==> src/rtl/pcfg_pkg.sv <==
package pcfg_pkg;
  localparam int unsigned MAX_BARS = 6;
  localparam logic [3:0] CMD_CFG_RD = 4'b1010;
  localparam logic [3:0] CMD_CFG_WR = 4'b1011;
  localparam logic [15:0] CMD_WMASK = 16'h0157;

  // Leading-ones run of a BAR description word
  function automatic logic [31:0] lead_mask(input logic [31:0] p);
    logic [31:0] m;
    logic run;
    run = 1'b1;
    for (int i = 31; i >= 0; i--) begin
      run  = run & p[i];
      m[i] = run;
    end
    return m;
  endfunction

  function automatic logic [31:0] lane_mask(input logic [3:0] be);
    return {{8{be[3]}}, {8{be[2]}}, {8{be[1]}}, {8{be[0]}}};
  endfunction

  function automatic logic is_mem_cmd(input logic [3:0] c);
    return (c == 4'b0110) || (c == 4'b0111) || (c == 4'b1100) ||
           (c == 4'b1110) || (c == 4'b1111);
  endfunction

  function automatic logic is_io_cmd(input logic [3:0] c);
    return (c == 4'b0010) || (c == 4'b0011);
  endfunction
endpackage

==> src/rtl/pcfg_bar.sv <==
module pcfg_bar #(
  parameter logic [31:0] CFG = 32'hFF00_0000
) (
  input  logic        clk,
  input  logic        rst_n,
  input  logic        wr_en,
  input  logic [3:0]  be,
  input  logic [31:0] wdata,
  input  logic [31:0] dec_addr,
  input  logic        dec_mem,
  input  logic        dec_io,
  input  logic        mem_en,
  input  logic        io_en,
  output logic [31:0] rd_data,
  output logic        hit
);
  import pcfg_pkg::*;

  localparam logic [31:0] MASK  = lead_mask(CFG) & 32'hFFFF_FFF0;
  localparam logic        IS_IO = CFG[0];

  logic [31:0] base_q;
  logic [31:0] lm;
  logic        space_ok;

  assign lm = lane_mask(be);

  // only the leading-ones bits hold state
  always_ff @(posedge clk or negedge rst_n) begin
    if (!rst_n)
      base_q <= '0;
    else if (wr_en)
      base_q <= ((base_q & ~lm) | (wdata & lm)) & MASK;
  end

  assign rd_data = base_q | {28'h0, CFG[3:0]};

  // space gating, then masked compare
  generate
    if (IS_IO) begin : g_io
      assign space_ok = io_en & dec_io;
    end else begin : g_mem
      assign space_ok = mem_en & dec_mem;
    end
  endgenerate

  assign hit = (MASK != 32'h0) && space_ok && (((dec_addr ^ base_q) & MASK) == 32'h0);

  AST_BASE_STABLE: assert property (@(posedge clk) disable iff (!rst_n)
    !wr_en |=> $stable(base_q)) else $error("base changed without write");
endmodule

==> src/rtl/pcfg_ctrl.sv <==
module pcfg_ctrl #(
  parameter bit HOST_BRIDGE = 1'b0
) (
  input  logic        clk,
  input  logic        rst_n,
  input  logic        wr_cmdstat,
  input  logic        wr_lines,
  input  logic        wr_irq,
  input  logic [3:0]  be,
  input  logic [31:0] wdata,
  input  logic [5:0]  stat_set,
  output logic [15:0] cmd_bits,
  output logic [5:0]  stat_bits,
  output logic [7:0]  cache_line,
  output logic [7:0]  lat_timer,
  output logic [7:0]  irq_line
);
  import pcfg_pkg::*;

  logic [15:0] cmd_q;
  logic [5:0]  stat_q;
  logic [5:0]  clr;
  logic [31:0] lm;
  logic        unused_bits;

  assign lm = lane_mask(be);
  assign unused_bits = ^{wdata[23:16], wdata[26:25], be[2]};

  // command register, writable bits only
  always_ff @(posedge clk or negedge rst_n) begin
    if (!rst_n)
      cmd_q <= '0;
    else if (wr_cmdstat)
      cmd_q <= ((cmd_q & ~lm[15:0]) | (wdata[15:0] & lm[15:0])) & CMD_WMASK;
  end

  // host bridge holds master enable
  assign cmd_bits = cmd_q | (HOST_BRIDGE ? 16'h0004 : 16'h0000);

  // all status flags live in lane 3; set wins over clear
  assign clr = (wr_cmdstat && be[3]) ?
               {wdata[31], wdata[30], wdata[29], wdata[28], wdata[27], wdata[24]} : 6'h0;

  always_ff @(posedge clk or negedge rst_n) begin
    if (!rst_n)
      stat_q <= '0;
    else
      stat_q <= (stat_q & ~clr) | stat_set;
  end
  assign stat_bits = stat_q;

  // byte registers
  always_ff @(posedge clk or negedge rst_n) begin
    if (!rst_n) begin
      cache_line <= '0;
      lat_timer  <= '0;
      irq_line   <= '0;
    end else begin
      if (wr_lines && be[0]) cache_line <= wdata[7:0];
      if (wr_lines && be[1]) lat_timer  <= wdata[15:8];
      if (wr_irq   && be[0]) irq_line   <= wdata[7:0];
    end
  end

  AST_CMD_STABLE: assert property (@(posedge clk) disable iff (!rst_n)
    !wr_cmdstat |=> $stable(cmd_q)) else $error("command changed without write");
  AST_STAT_SET: assert property (@(posedge clk) disable iff (!rst_n)
    (|stat_set) |=> ((stat_q & $past(stat_set)) == $past(stat_set))) else $error("set lost");
endmodule

==> src/rtl/pci_cfg_space.sv <==
module pci_cfg_space #(
  parameter int unsigned  NUM_BARS    = 1,
  parameter logic [5:0][31:0] BAR_CFG = {6{32'hFF00_0000}},
  parameter logic [15:0]  DEVICE_ID   = 16'h0001,
  parameter logic [15:0]  VENDOR_ID   = 16'h0001,
  parameter logic [23:0]  CLASS_CODE  = 24'hFF0000,
  parameter logic [7:0]   REVISION_ID = 8'h01,
  parameter logic [15:0]  SUBSYS_ID   = 16'h0000,
  parameter logic [15:0]  SUBSYS_VID  = 16'h0000,
  parameter logic [7:0]   MIN_GNT     = 8'h00,
  parameter logic [7:0]   MAX_LAT     = 8'h00,
  parameter logic [7:0]   INT_PIN     = 8'h01,
  parameter bit           HOST_BRIDGE = 1'b0
) (
  input  logic        clk,
  input  logic        rst_n,
  input  logic        req_valid,
  output logic        req_ready,
  input  logic [3:0]  req_cmd,
  input  logic        req_sel,
  input  logic [3:0]  req_dw,
  input  logic [3:0]  req_be,
  input  logic [31:0] req_wdata,
  output logic        rsp_valid,
  input  logic        rsp_ready,
  output logic [31:0] rsp_data,
  input  logic [3:0]  dec_cmd,
  input  logic [31:0] dec_addr,
  output logic [5:0]  bar_hit,
  input  logic [5:0]  stat_set,
  output logic        cmd_io_en,
  output logic        cmd_mem_en,
  output logic        cmd_mst_en,
  output logic        cmd_mwi_en,
  output logic        cmd_perr_en,
  output logic        cmd_serr_en,
  output logic [5:0]  stat_bits,
  output logic [7:0]  cache_line
);
  import pcfg_pkg::*;

  logic        accept, rd_claim, wr_claim;
  logic [15:0] cmd_bits;
  logic [7:0]  lat_timer, irq_line;
  logic [15:0] stat16;
  logic [31:0] rd_word;
  logic [31:0] bar_rd [MAX_BARS];
  logic        dec_mem, dec_io;

  // acceptance and claim
  assign req_ready = !rsp_valid || rsp_ready;
  assign accept    = req_valid && req_ready;
  assign rd_claim  = accept && req_sel && (req_cmd == CMD_CFG_RD);
  assign wr_claim  = accept && req_sel && (req_cmd == CMD_CFG_WR);

  pcfg_ctrl #(.HOST_BRIDGE(HOST_BRIDGE)) u_ctrl (
    .clk        (clk),
    .rst_n      (rst_n),
    .wr_cmdstat (wr_claim && (req_dw == 4'd1)),
    .wr_lines   (wr_claim && (req_dw == 4'd3)),
    .wr_irq     (wr_claim && (req_dw == 4'd15)),
    .be         (req_be),
    .wdata      (req_wdata),
    .stat_set   (stat_set),
    .cmd_bits   (cmd_bits),
    .stat_bits  (stat_bits),
    .cache_line (cache_line),
    .lat_timer  (lat_timer),
    .irq_line   (irq_line)
  );

  assign cmd_io_en   = cmd_bits[0];
  assign cmd_mem_en  = cmd_bits[1];
  assign cmd_mst_en  = cmd_bits[2];
  assign cmd_mwi_en  = cmd_bits[4];
  assign cmd_perr_en = cmd_bits[6];
  assign cmd_serr_en = cmd_bits[8];

  assign dec_mem = is_mem_cmd(dec_cmd);
  assign dec_io  = is_io_cmd(dec_cmd);

  // present BARs counted up from 0, the rest tied off
  generate
    for (genvar i = 0; i < MAX_BARS; i++) begin : g_bar
      if (i < NUM_BARS) begin : g_on
        pcfg_bar #(.CFG(BAR_CFG[i])) u_bar (
          .clk      (clk),
          .rst_n    (rst_n),
          .wr_en    (wr_claim && (req_dw == 4'(4 + i))),
          .be       (req_be),
          .wdata    (req_wdata),
          .dec_addr (dec_addr),
          .dec_mem  (dec_mem),
          .dec_io   (dec_io),
          .mem_en   (cmd_mem_en),
          .io_en    (cmd_io_en),
          .rd_data  (bar_rd[i]),
          .hit      (bar_hit[i])
        );
      end else begin : g_off
        assign bar_rd[i]  = 32'h0;
        assign bar_hit[i] = 1'b0;
      end
    end
  endgenerate

  assign stat16 = {stat_bits[5:1], 2'b00, stat_bits[0], 8'h00};

  // header read multiplexer
  always_comb begin
    case (req_dw)
      4'd0:    rd_word = {DEVICE_ID, VENDOR_ID};
      4'd1:    rd_word = {stat16, cmd_bits};
      4'd2:    rd_word = {CLASS_CODE, REVISION_ID};
      4'd3:    rd_word = {16'h0000, lat_timer, cache_line};
      4'd4:    rd_word = bar_rd[0];
      4'd5:    rd_word = bar_rd[1];
      4'd6:    rd_word = bar_rd[2];
      4'd7:    rd_word = bar_rd[3];
      4'd8:    rd_word = bar_rd[4];
      4'd9:    rd_word = bar_rd[5];
      4'd11:   rd_word = {SUBSYS_ID, SUBSYS_VID};
      4'd15:   rd_word = {MAX_LAT, MIN_GNT, INT_PIN, irq_line};
      default: rd_word = 32'h0;
    endcase
  end

  // one-entry response register
  always_ff @(posedge clk or negedge rst_n) begin
    if (!rst_n) begin
      rsp_valid <= 1'b0;
      rsp_data  <= '0;
    end else if (rd_claim) begin
      rsp_valid <= 1'b1;
      rsp_data  <= rd_word;
    end else if (rsp_ready) begin
      rsp_valid <= 1'b0;
    end
  end

  AST_RSP_HOLD: assert property (@(posedge clk) disable iff (!rst_n)
    rsp_valid && !rsp_ready |=> rsp_valid && $stable(rsp_data)) else $error("response dropped");
  AST_RSP_FROM_READ: assert property (@(posedge clk) disable iff (!rst_n)
    $rose(rsp_valid) |-> $past(rd_claim)) else $error("response without read");
endmodule

==> config.mk <==
export PLATFORM = sky130hd
export DESIGN_NAME = pci_cfg_space
export DESIGN_NICKNAME = d
export VERILOG_FILES = /design/src/rtl/pcfg_pkg.sv /design/src/rtl/pcfg_bar.sv /design/src/rtl/pcfg_ctrl.sv /design/src/rtl/pci_cfg_space.sv
export SDC_FILE = /design/constraint.sdc
export NUM_CORES = 1
export LEC_CHECK = 0
export ABC_AREA = 1
export BUFFER_PORTS_ARGS = -buffer_cell sky130_fd_sc_hd__buf_2
export CORE_MARGIN = 10
export CORE_UTILIZATION = 50
export CTS_CLUSTER_SIZE = 8
export DETAILED_ROUTE_END_ITERATION = 16
export PLACE_DENSITY = 0.84
export SLEW_MARGIN = 30
export SYNTH_ARGS = -nofsm -noshare
export SYNTH_HDL_FRONTEND = slang
export SYNTH_HIERARCHICAL = 1
export SYNTH_SLANG_ARGS = --single-unit
==> constraint.sdc <==
create_clock -name clk -period 1.8 [get_ports clk]
set_clock_uncertainty 0.15 [all_clocks]
set_input_delay 0.27 -clock clk [delete_from_list [all_inputs] [get_ports clk]]
set_output_delay 0.27 -clock clk [all_outputs]
set_load 0.01 [all_outputs]
Word-level counts from Yosys, hierarchy flattened

Cells that the tools add are included.

$add $sub $neg: 0
Multipliers: 0
Divide/modulo/power cells: 0
Order comparisons: 0
Equal/unequal tests: 12
Shift-type cells: 0
Mux-type cells: 4
Bitwise logic cells: 13
Reduce and logical (&&, ||, !) cells: 22

Operator list:

| kind                 | number |
|---|---|
| $pmux W32 S6         | 1 |
| $and A32 B32 Y32     | 2 |
| $logic_not A32 Y1    | 1 |
| $not A32 Y32         | 1 |
| $or A32 B32 Y32      | 1 |
| $xor A32 B32 Y32     | 1 |
| $eq A4 B4 Y1 const B | 6 |
| $and A9 B9 Y9        | 2 |
| $logic_and A1 B1 Y1  | 13 |
| $eq A4 B3 Y1 const B | 3 |
| $not A9 Y9           | 1 |
| $or A9 B9 Y9         | 1 |
| $eq A4 B2 Y1 const B | 2 |
| $and A6 B6 Y6        | 1 |
| $mux W6              | 1 |
| $not A6 Y6           | 1 |
| $or A6 B6 Y6         | 1 |
| $logic_or A1 B1 Y1   | 5 |
| $eq A4 B1 Y1 const B | 1 |
| $logic_not A4 Y1     | 1 |
| $mux W1              | 2 |
| $reduce_bool A2 Y1   | 1 |
| $and A1 B1 Y1        | 1 |
| $logic_not A1 Y1     | 1 |

Bits in registers: 77
Bits in latches: 0
Bits in writable memories: 0
ROM bits: 0
Bits of input ports: 91
Output and inout port bits: 60
Word-level logic and storage cells: 59
Memories kept: 0

Logic depth before layout (Yosys ltp)

Depth in word-level cells: 11
Gate-level depth with buffers: 11
Gate-level depth less buffers: 9

By module

The synthesis kept the hierarchy.

By module, submodules not included:

| module        | times used | cells each | area an instance (um2) | seq. area each (um2) |
|---|---|---|---|---|
| pci_cfg_space | 1          | 289        | 1985.7                 | 825.8 |
| pcfg_ctrl     | 1          | 157        | 1539.0                 | 900.9 |
| pcfg_bar      | 1          | 84         | 640.6                  | 200.2 |

Least setup slack after synthesis

No wires, ideal clock.

Path kind: register to register
Start: reg rsp_valid
End: reg u_ctrl.cache_line[6]
Library setup time: 0.119 ns
Arrival time: 1.450 ns
Data required time: 1.531 ns
Path slack: 0.081 ns
Cell stages (with the launch flop): 11
Path buffers: 2
Clock period less this slack: 1.719 ns
Cells stage by stage: dfrtp_1 nand2_1 nand3_1 inv_1 nand3b_1 nor3_1 buf_4 nand2_4 buf_6 nand2_1 o21ai_2

Cells in the longest elaborated chain, start to end: 7

RTL lines:

| item                             | line                 | RTL |
|---|---|---|
| start, declared                  | pci_cfg_space.sv:24  | `output logic rsp_valid,` |
| start signal, assigned           | pci_cfg_space.sv:131 | `rsp_valid <= 1'b0;` |
| start signal, assigned           | pci_cfg_space.sv:134 | `rsp_valid <= 1'b1;` |
| start signal, assigned           | pci_cfg_space.sv:137 | `rsp_valid <= 1'b0;` |
| $logic_not A1 Y1                 | pci_cfg_space.sv:51  | `assign req_ready = !rsp_valid \|\| rsp_ready;` |
| $logic_or A1 B1 Y1               | pci_cfg_space.sv:51  |  |
| named net req_ready              | pci_cfg_space.sv:18  | `output logic req_ready,` |
| $logic_and A1 B1 Y1              | pci_cfg_space.sv:52  | `assign accept = req_valid && req_ready;` |
| $logic_and A1 B1 Y1 (2 in a row) | pci_cfg_space.sv:54  | `assign wr_claim = accept && req_sel && (req_cmd == CMD_CFG_WR);` |
| $logic_and A1 B1 Y1              | pci_cfg_space.sv:60  | `.wr_lines (wr_claim && (req_dw == 4'd3)),` |
| $logic_and A1 B1 Y1              | pcfg_ctrl.sv:59      | `if (wr_lines && be[0]) cache_line <= wdata[7:0];` |
| end signal, assigned             | pcfg_ctrl.sv:59      |  |
| end, declared                    | pcfg_ctrl.sv:14      | `output logic [7:0] cache_line,` |

The timed path passes the listed nets, and every way through them passes these cells.
A chain may end at the register's enable or synchronous reset.

==> results.ini <==
[global_route]
grt_pass1_vias=3747
top_usage_layer=met2
antenna_found_initial=0
grt.met3_usage_pct=7.36
grt.met1_usage_pct=20.8
grt_pass1_wl_mm=18.3
grt-ovfl-total=0
gr-usage-all-layers_pct=17.6
grt_max_degree=34
grt_use_met2_pct=29.2

[route]
via_count=3697
drc=0
drtIter0Drc=214
dr.pass1.iters=4
routedWlPerCell_um=14.4
ant_nets=0
drt_wl_total_mm=11.0
routed_via_density=4.83

[critical_path]
cp-end-kind=output port
crit_path_max_fanout=3
worst-setup-path-type=reg -> out
ff2ff_setup_slack_ns=0.10
arrival_ns=1.44
reg2regPathDepth=8
start_kind=flip-flop
path_cells=inv_1 > nand2_1 > nand2_1 > nor2_1 > nand3_1 > nor2_1 > buf_2
critPathMaxStageDelay_ns=0.38
slowest_stage=dfrtp_1
crit-reg2reg-launch=rsp_valid
critPathRequiredTime_ns=1.38

[die]
rows=33
die_area_um2=12400
die_y_um=111
coreArea_um2=8180
pin_count=151
die_width_um=111
start_util_pct=50.9

[yosys]
yosysWarnings=6
synth_cells=529
avgSynthCellArea_um2=7.86
syn_area_um2=4160

[sta]
slew_violations=0
finalCritPeriodShare_pct=104
rsz0062_at_grt=yes
setup_ws_ns=-0.0632
final-hold-violation-count=0
tns_ns=-0.0632
period_needed_ns=1.86
max_freq_ghz=0.537
finalSetupViolations=1

[flow_run]
maxCapViolCount=0

[clocking]
clk_path_buf_depth=2
htreeDepth=3
clock_latency_ns=0.34
clk_pin_slew_worst_paths_ns=0.09
clkSinkCount=77
cts_buffers=9
cts_tree=yes
cts-root-buf=clkbuf_8

[power_and_ir_drop]
power.leakage_uw=0.00292
worst_ir_drop_vdd_mv=0.383
power_density_nw_per_um2=718

[min_path]
hold_path_depth=3
hold_path_class=in -> reg
hold_path_end=u_ctrl/lat_timer[4]
min_from=req_wdata[12]

[placement]
hpwl_mm=8.28
placed_area_um2=4680
pre_cts_slack_ns=-0.0160
routabilityCongestion=0.849
io_buffer_count=112

[finish]
final_cell_area_um2=5060
drive_above_1_share_pct=29.5
nNetsFinal=747
antennaDiodeCount=0
synthToLayoutAreaGrowth_pct=21.7
finalCoreUtilization_pct=62.0

[run_status]
status=finished with violations
violations=setup timing

## layout by cell type, fill, tap and decap left out, types with 2 or more instances in the layout
| master | n |
|---|---|
| nand2_1 | 200 |
| buf_2 | 111 |
| dfrtp_1 | 77 |
| nand3_1 | 48 |
| inv_1 | 39 |
| conb_1 | 39 |
| o21ai_2 | 16 |
| nor2_1 | 15 |
| o21ai_0 | 15 |
| o21ai_1 | 14 |
| buf_4 | 13 |
| clkbuf_8 | 10 |
| nand2_2 | 9 |
| dlygate4sd3_1 | 8 |
| inv_2 | 6 |
| nor2_4 | 5 |
| nand2_4 | 5 |
| a21oi_1 | 5 |
| nor2_2 | 4 |
| clkinv_2 | 3 |
| bufinv_16 | 2 |
| xnor2_1 | 2 |
| mux2_4 | 2 |
| mux2_2 | 2 |
| buf_6 | 2 |
## worst max path at each step
| stage | depth (start not counted) | endpoint |
|---|---|---|
| floorplan | 10 | u_ctrl/cache_line[6] |
| global placement | 11 | u_ctrl/cache_line[2] |
| detailed placement | 10 | flip-flop |
| CTS | 7 | bar_hit[0] |
| global route | 7 | bar_hit[0] |
| finish | 7 | bar_hit[0] |
## power breakdown
group	internal [uW]	switching (uW)
Combinational	150	239
Sequential	1780	28.4
Clock	816	630
Total	2740	897
## final cells by class
| cell class | instances | area [um2] |
|---|---|---|
| fill | 713 | 3110 |
| sequential | 77 | 1930 |
| multi-input combinational | 387 | 1830 |
| timing repair buffer | 135 | 776 |
| inverter | 46 | 174 |
| clock buffer | 10 | 138 |
| tap | 105 | 131 |
| clock inverter | 6 | 86.3 |
## what timing repair did
item / in CTS / in global routing
pin swaps: 2 / 5
gates resized for setup: 2 / 13
endpoints found under the hold margin: 30 / 0
endpoints found under the setup margin: 6 / 42
hold buffers: 8 / 0
buffers inserted: 1 / 2
## metal layers
layer	vias up	routed length (um)
met5	-	0
met1	1703	4690
met2	155	5260
li1	1826	-
met3	13	1010
met4	0	87
## through the flow
step	std cells	total power, uW	hold slack [ns]
5_1_grt	766	3790	0.0213
4_1_cts	764	3660	0.000437
6_report	766	3640	0.0204
3_5_place_dp	739	2200	0.0528
3_3_place_gp	739	2190	0.0506
2_1_floorplan	565	2060	-0.176
## worst max-delay path: cells and delay by family (launching register included)
kind,cells,cell delay (ns)
AND/OR/NAND/NOR,5,0.50
buffers and inverters,2,0.23
flip-flops,1,0.38
Power figures use the tool's default switching activity.
